`src/rtl/pflash_pkg.sv`:
```
// Shared operation codes and identification bytes for the programming sequencer.
package pflash_pkg;
    typedef enum logic [2:0] {
        OP_NOP    = 3'd0,
        OP_WRITE  = 3'd1,
        OP_READ   = 3'd2,
        OP_ERASE  = 3'd3,
        OP_SIG    = 3'd4,
        OP_LOCKP  = 3'd5,
        OP_LOCKRD = 3'd6,
        OP_FUSE   = 3'd7
    } op_e;

    localparam logic [7:0] SIG_BYTE0 = 8'h1E;
    localparam logic [7:0] SIG_BYTE1 = 8'h82;
    localparam int         SIG_ADDR0 = 48;
    localparam int         SIG_ADDR1 = 49;
endpackage

```
`src/rtl/pflash_array.sv`:
```
// Register model of one flash array.
// Writes AND the new byte into the cell, because there is no per-byte erase.
// Erase sets every cell to FFh. Reads are combinational.
// Assumes that erase and write are never requested in the same cycle.
module pflash_array #(
    parameter int DEPTH = 64,
    localparam int AW = $clog2(DEPTH)
) (
    input  logic          clk,
    input  logic          rst_n,
    input  logic          wr_en,
    input  logic [AW-1:0] wr_addr,
    input  logic [7:0]    wr_data,
    input  logic          erase,
    input  logic [AW-1:0] rd_addr,
    output logic [7:0]    rd_data
);
    logic [7:0] cells [DEPTH];

    // Cell update: blank on reset or erase, otherwise AND in the written byte.
    always_ff @(posedge clk) begin
        if (!rst_n || erase) begin
            for (int i = 0; i < DEPTH; i++) cells[i] <= 8'hFF;
        end else if (wr_en) begin
            cells[wr_addr] <= cells[wr_addr] & wr_data;
        end
    end

    // Read port.
    assign rd_data = cells[rd_addr];
endmodule

```
`src/rtl/pflash_wr_timer.sv`:
```
// Self-timed write duration counter.
// A start request raises busy for exactly CYC cycles.
// done is high in the final busy cycle, and that is when the byte is committed.
// Assumes the caller drops start while busy.
module pflash_wr_timer #(
    parameter int CYC = 8,
    localparam int CW = $clog2(CYC + 1)
) (
    input  logic clk,
    input  logic rst_n,
    input  logic start,
    output logic busy,
    output logic done
);
    logic [CW-1:0] remain;

    // Count down the remaining busy cycles.
    always_ff @(posedge clk) begin
        if (!rst_n) begin
            busy   <= 1'b0;
            remain <= '0;
        end else if (busy) begin
            if (remain == '0) busy <= 1'b0;
            else              remain <= remain - 1'b1;
        end else if (start) begin
            busy   <= 1'b1;
            remain <= CW'(CYC - 1);
        end
    end

    // Commit strobe in the final busy cycle.
    assign done = busy && (remain == '0);
endmodule

```
`src/rtl/pflash_erase_timer.sv`:
```
// Measures how long the strobe is held low for an erase.
// Pulses fire once, on the CYC-th consecutive held edge.
// A release before that clears the count and has no effect.
module pflash_erase_timer #(
    parameter int CYC = 16,
    localparam int CW = $clog2(CYC + 1)
) (
    input  logic clk,
    input  logic rst_n,
    input  logic hold,
    output logic fire
);
    logic [CW-1:0] held;
    logic          spent;

    // Count held edges; remember that the erase has fired until release.
    always_ff @(posedge clk) begin
        if (!rst_n || !hold) begin
            held  <= '0;
            spent <= 1'b0;
        end else if (!spent) begin
            if (held == CW'(CYC - 1)) spent <= 1'b1;
            else                      held  <= held + 1'b1;
        end
    end

    // One-cycle erase request.
    assign fire = hold && !spent && (held == CW'(CYC - 1));
endmodule

```
`src/rtl/pflash_prog_seq.sv`:
```
// Parallel programming sequencer for a code array and a data array.
// Decodes the operation code, starts timed writes on the strobe's rising edge,
// times chip erase from the strobe low width, and drives the read path.
// The read path covers data polling, the lock block and the signature bytes.
// Assumes DATA_DEPTH <= CODE_DEPTH and CODE_DEPTH >= 64 for signature decoding.
module pflash_prog_seq
    import pflash_pkg::*;
#(
    parameter int CODE_DEPTH = 64,
    parameter int DATA_DEPTH = 32,
    parameter int WRITE_CYC  = 5,
    parameter int ERASE_CYC  = 20,
    localparam int AW  = $clog2(CODE_DEPTH),
    localparam int DAW = $clog2(DATA_DEPTH)
) (
    input  logic          clk,
    input  logic          rst_n,
    input  logic [AW-1:0] addr,
    input  logic          arr_sel,
    input  logic [2:0]    cmd,
    input  logic          strobe_n,
    input  logic [7:0]    data_in,
    output logic [7:0]    data_out,
    output logic          data_oe,
    output logic          rdy,
    output logic          ser_dis
);
    op_e           op;
    logic          strobe_q;
    logic          rise;
    logic          busy;
    logic          commit;
    logic          erase_fire;
    logic          wr_start;
    logic [AW-1:0] pend_addr;
    logic [7:0]    pend_data;
    logic          pend_arr;
    logic [1:0]    lock_q;
    logic          fuse_q;
    logic [7:0]    code_rd;
    logic [7:0]    dat_rd;
    logic [7:0]    sel_rd;
    logic          poll_hit;

    assign op       = op_e'(cmd);
    assign rise     = strobe_n && !strobe_q;
    assign wr_start = rise && (op == OP_WRITE) && !busy;

    // Previous strobe level for edge detection.
    always_ff @(posedge clk) begin
        if (!rst_n) strobe_q <= 1'b1;
        else        strobe_q <= strobe_n;
    end

    // Capture the write target when a write starts.
    always_ff @(posedge clk) begin
        if (!rst_n) begin
            pend_addr <= '0;
            pend_data <= 8'hFF;
            pend_arr  <= 1'b0;
        end else if (wr_start) begin
            pend_addr <= addr;
            pend_data <= data_in;
            pend_arr  <= arr_sel;
        end
    end

    // Lock bits: OR-programmed by strobe, cleared only by chip erase.
    always_ff @(posedge clk) begin
        if (!rst_n || erase_fire)                  lock_q <= 2'b00;
        else if (rise && op == OP_LOCKP && !busy)  lock_q <= lock_q | data_in[1:0];
    end

    // Serial-disable fuse: set or cleared here only, untouched by erase.
    always_ff @(posedge clk) begin
        if (!rst_n)                                fuse_q <= 1'b0;
        else if (rise && op == OP_FUSE && !busy)   fuse_q <= data_in[0];
    end

    pflash_wr_timer #(.CYC(WRITE_CYC)) u_wr_timer (
        .clk   (clk),
        .rst_n (rst_n),
        .start (wr_start),
        .busy  (busy),
        .done  (commit)
    );

    pflash_erase_timer #(.CYC(ERASE_CYC)) u_erase_timer (
        .clk   (clk),
        .rst_n (rst_n),
        .hold  (!strobe_n && op == OP_ERASE && !busy),
        .fire  (erase_fire)
    );

    pflash_array #(.DEPTH(CODE_DEPTH)) u_code (
        .clk     (clk),
        .rst_n   (rst_n),
        .wr_en   (commit && !pend_arr),
        .wr_addr (pend_addr),
        .wr_data (pend_data),
        .erase   (erase_fire),
        .rd_addr (addr),
        .rd_data (code_rd)
    );

    pflash_array #(.DEPTH(DATA_DEPTH)) u_data (
        .clk     (clk),
        .rst_n   (rst_n),
        .wr_en   (commit && pend_arr),
        .wr_addr (pend_addr[DAW-1:0]),
        .wr_data (pend_data),
        .erase   (erase_fire),
        .rd_addr (addr[DAW-1:0]),
        .rd_data (dat_rd)
    );

    assign sel_rd = arr_sel ? dat_rd : code_rd;

    // Detect a read of the byte currently being written.
    always_comb begin
        poll_hit = 1'b0;
        if (busy && arr_sel == pend_arr) begin
            if (arr_sel) poll_hit = (addr[DAW-1:0] == pend_addr[DAW-1:0]);
            else         poll_hit = (addr == pend_addr);
        end
    end

    // Output mux: verify read with polling, signature, lock readout.
    always_comb begin
        data_out = 8'h00;
        data_oe  = 1'b0;
        if (strobe_n) begin
            case (op)
                OP_READ: begin
                    data_oe = 1'b1;
                    if (lock_q != 2'b00) data_out = 8'h00;
                    else if (poll_hit)   data_out = (sel_rd & pend_data) ^ 8'h80;
                    else                 data_out = sel_rd;
                end
                OP_SIG: begin
                    data_oe = 1'b1;
                    if (addr == AW'(SIG_ADDR0))      data_out = SIG_BYTE0;
                    else if (addr == AW'(SIG_ADDR1)) data_out = SIG_BYTE1;
                    else                             data_out = 8'h00;
                end
                OP_LOCKRD: begin
                    data_oe  = 1'b1;
                    data_out = {6'b0, lock_q};
                end
                default: begin
                    data_oe  = 1'b0;
                    data_out = 8'h00;
                end
            endcase
        end
    end

    assign rdy     = !busy;
    assign ser_dis = fuse_q;
endmodule

```
`config.mk`:
```
export PLATFORM = sky130hd
export DESIGN_NAME = pflash_prog_seq
export DESIGN_NICKNAME = d
export VERILOG_FILES = /design/src/rtl/pflash_pkg.sv /design/src/rtl/pflash_array.sv /design/src/rtl/pflash_wr_timer.sv /design/src/rtl/pflash_erase_timer.sv /design/src/rtl/pflash_prog_seq.sv
export SDC_FILE = /design/constraint.sdc
export NUM_CORES = 2
export LEC_CHECK = 0
export BUFFER_PORTS_ARGS = -buffer_cell sky130_fd_sc_hd__buf_2
export CAP_MARGIN = 0
export CELL_PAD_IN_SITES_DETAIL_PLACEMENT = 1
export CELL_PAD_IN_SITES_GLOBAL_PLACEMENT = 1
export CORE_MARGIN = 1.5
export CORE_UTILIZATION = 55
export DETAILED_ROUTE_END_ITERATION = 7
export MAX_ROUTING_LAYER = met4
export PLACE_DENSITY = 0.92
export SLEW_MARGIN = 20
export SYNTH_ARGS = -nofsm -noshare
export SYNTH_HDL_FRONTEND = slang
export SYNTH_SLANG_ARGS = --single-unit
```
`constraint.sdc`:
```
create_clock -name clk -period 4.1 [get_ports clk]
set_clock_uncertainty 0.2 [all_clocks]
set_input_delay 0.41 -clock clk [delete_from_list [all_inputs] [get_ports clk]]
set_output_delay 0.41 -clock clk [all_outputs]
set_load 0.005 [all_outputs]
```
==> reports/results.ini <==
[logic_synthesis]
synth_edf_count=768
syn-num-nets=2778
yosysTopAreaCell=edfxtp_1
synth_cells=2754
synth_top_area_frac=0.559
synth_most_common_cell=nand2_1
netlist_area_mm2=0.0413
synth_area_leaders=edfxtp_1 (56%), mux4_2 (26%), nand2_1 (7.8%)
ys_ff_latch=803
synth-warning-count=0
synth_commonest_cells=nand2_1 (853), edfxtp_1 (768), mux4_2 (485), nor2_1 (110), o21ai_0 (94)
synth_ff_type=edfxtp_1
avgSynthCellArea_um2=15.0
yosysUniqueCellTypes=52
synth-seq-area-share=0.576
synthArstFlopShare=0

[worst_setup_path]
rrSetupSlack_ns=0.22
critical_path_class=reg -> out
crit_family=multiplexers
critPathBufInv=2
crit_slowest_cell=mux4_2
startpoint=u_code.cells[44][7]$_SDFFCE_PN1P_
reg2reg_depth=8
worst-path-max-fanout=2
cp-end-kind=primary output
cp_common_cell=mux4_2
crit_chain=mux4_2 -> mux4_2 -> a221o_1 -> a221oi_2 -> buf_4 -> a31oi_4 -> mux2_4 -> buf_6
slowest_delay_ns=0.54
crit_arrival_ns=3.64
cp-start-kind=register
required_ns=3.49
reg2reg_to=u_code.cells[62][3]$_SDFFCE_PN1P_

[cells_and_area]
utilization=0.624
nNetsFinal=2877
area_growth_syn_to_layout_pct=12.3
finalNonFillerCells=3905
drive_above_1_share=0.298
fin_area_mm2=0.0464

[drt]
drc=0
routed_wl_um=150000
dr.pass1.iters=6
routedWlPerCell_um=38.3
via_per_inst=7.55
drt_iter0_drc=5004
ant_nets=0
routed-via-count=29500

[pwr]
peakVddDrop_mv=0.364
p_leak_uw=0.0107
p_per_area_mw_per_mm2=379

[timing]
fmax_mhz=235
setup_ws_ns=-0.147
period_minus_slack_ns=4.25
fin_setup_tns_ns=-0.226
drv_slew=0
worstMarginPinSlew_ns=1.01
fin_crit_sh=1.04
slew_headroom=0.321
finalSetupViolCount=2
rsz0062_at_grt=true
hold_violations=0

[place]
pre_cts_ws_ns=0.0209
dpl_cell_area_mm2=0.0434
dpl.hpwl_um=99400
gp_congestion=0.971
dp_cells=3723
io_buffer_count=31

[run_status]
violations=negative setup slack
status=finished, violations left

[worst_hold_path]
worst_hold_path.endpoint=ser_dis$_SDFFE_PN0P_
worstHoldStart=cmd[2]
hold_path_depth=4
hp-class=in -> reg

[global_route]
grtUsageTotal=0.407
grt_pass1_vias=30800
grt_pass1_wl_um=217000
antenna_found_initial=14
gr-total-overflow=0
grt_max_degree=99

[clocking]
cts_tree=done
clockBufferDepth=3
cts.sinks=803
path_clk_slew_ns=0.06
htreeDepth=3
cts_root_buffer=clkbuf_16
cts_buffers=85
clock_latency_ns=0.68

[floorplanning]
core-area_mm2=0.0743
ios=32
die_area_mm2=0.0767
die_h_um=277
start_util=0.555
rows=100
die_w_um=277

[flow_run]
max_cap_viol_count=0

-- worst register-to-register path, stage by stage (launching register included) --
cell and delay [ns]:
dfxtp_4 0.58, buf_12 0.28, buf_4 0.23, mux4_2 0.54, mux4_2 0.62, mux4_2 0.51
nand2_2 0.14, buf_4 0.32, nand2_1 0.16
-- metal layers --
metal / global-route usage / up-vias / routed length (µm)
met5: - / - / 0
met4: 0.258 / 0 / 12200
met3: 0.108 / 785 / 19200
met2: 0.633 / 2946 / 71600
met1: 0.472 / 14900 / 46700
li1: - / 10900 / -
-- placed cells by master (no fill, tap or decap), types with 13 or more instances in the layout --
cell type | netlist | routed
nand2_1 | 853 | 852
edfxtp_1 | 768 | 768
mux4_2 | 485 | 485
buf_4 | 48 | 168
nor2_1 | 110 | 110
clkbuf_16 | 0 | 88
o21ai_0 | 94 | 83
buf_12 | 0 | 34
dfxtp_1 | 35 | 31
buf_2 | 52 | 27
o21ai_1 | 10 | 21
clkbuf_1 | 81 | 17
nor2b_1 | 16 | 16
clkinv_2 | 0 | 16
diode_2 | 0 | 15
clkinv_1 | 0 | 14
nand3_1 | 13 | 13
-- sequential cells by signal (all words and copies together) (netlist names), named ones only --
| signal | cells |
|---|---|
| u_erase_timer.spent | 1 |
| strobe_q | 1 |
| u_code.cells | 512 |
| u_data.cells | 256 |
| pend_data | 8 |
| lock_q | 2 |
| ser_dis | 1 |
| u_erase_timer.held | 5 |
| u_wr_timer.remain | 3 |
| u_wr_timer.busy | 1 |
| pend_arr | 1 |
| pend_addr | 6 |
-- logic make-up (layout without fill, tap and decap cells) --
logic type | after synthesis | after routing | synth area share
AOI/OAI and AO/OA | 154 | 154 | 0.0217
other | 0 | 15 | 0
and+or+nand+nor | 1044 | 1044 | 0.0999
DFF | 803 | 803 | 0.576
adders and majority gates | 3 | 3 | 0.000910
buffers and inverters | 237 | 404 | 0.0302
xor gates and xnor gates | 10 | 10 | 0.00212
muxes | 503 | 503 | 0.269
-- per-stage QoR --
step | hold slack [ns] | power (µW)
6_report | 0.0331 | 17600
4_1_cts | 0.00499 | 17600
3_5_place_dp | 0.326 | 9860
3_3_place_gp | 0.292 | 9810
2_1_floorplan | 0.278 | 9550
5_1_grt | 0.0309 | 17800
-- how the worst max path moves through the flow --
stage                       end  slack [ns]  cells after the start
global placement    data_out[7]        0.26                     10
detailed placement  data_out[7]        0.02                     10
floorplan           data_out[5]        0.64                      7
finish              data_out[7]       -0.15                      8
CTS                 data_out[7]       -0.07                      8
global route        data_out[7]        -0.1                      8
-- report_power, final --
group | total, µW | switching, µW | internal [µW]
combinational | 779 | 526 | 254
clock | 7820 | 3360 | 4460
sequential | 8950 | 10.2 | 8940
-- cell type report --
class	count	area (µm²)
fillers	6682	28000
flip-flops and latches	803	23800
multi-input cells	1714	16300
clock buffers	110	2330
repair buffers	244	2260
well taps	969	1210
clock inverters	45	417
diodes	15	37.5
inverters	5	18.8
-- repair_timing --
action                                  in CTS  in global routing
resized for setup                            5                  2
endpoints found under the setup margin       1                  3
hold buffers                                10                  0
pin swaps                                    1                  0
hold endpoints to repair                    14                  0
setup buffers                                2                  0
(Power assumes the default switching activity.)
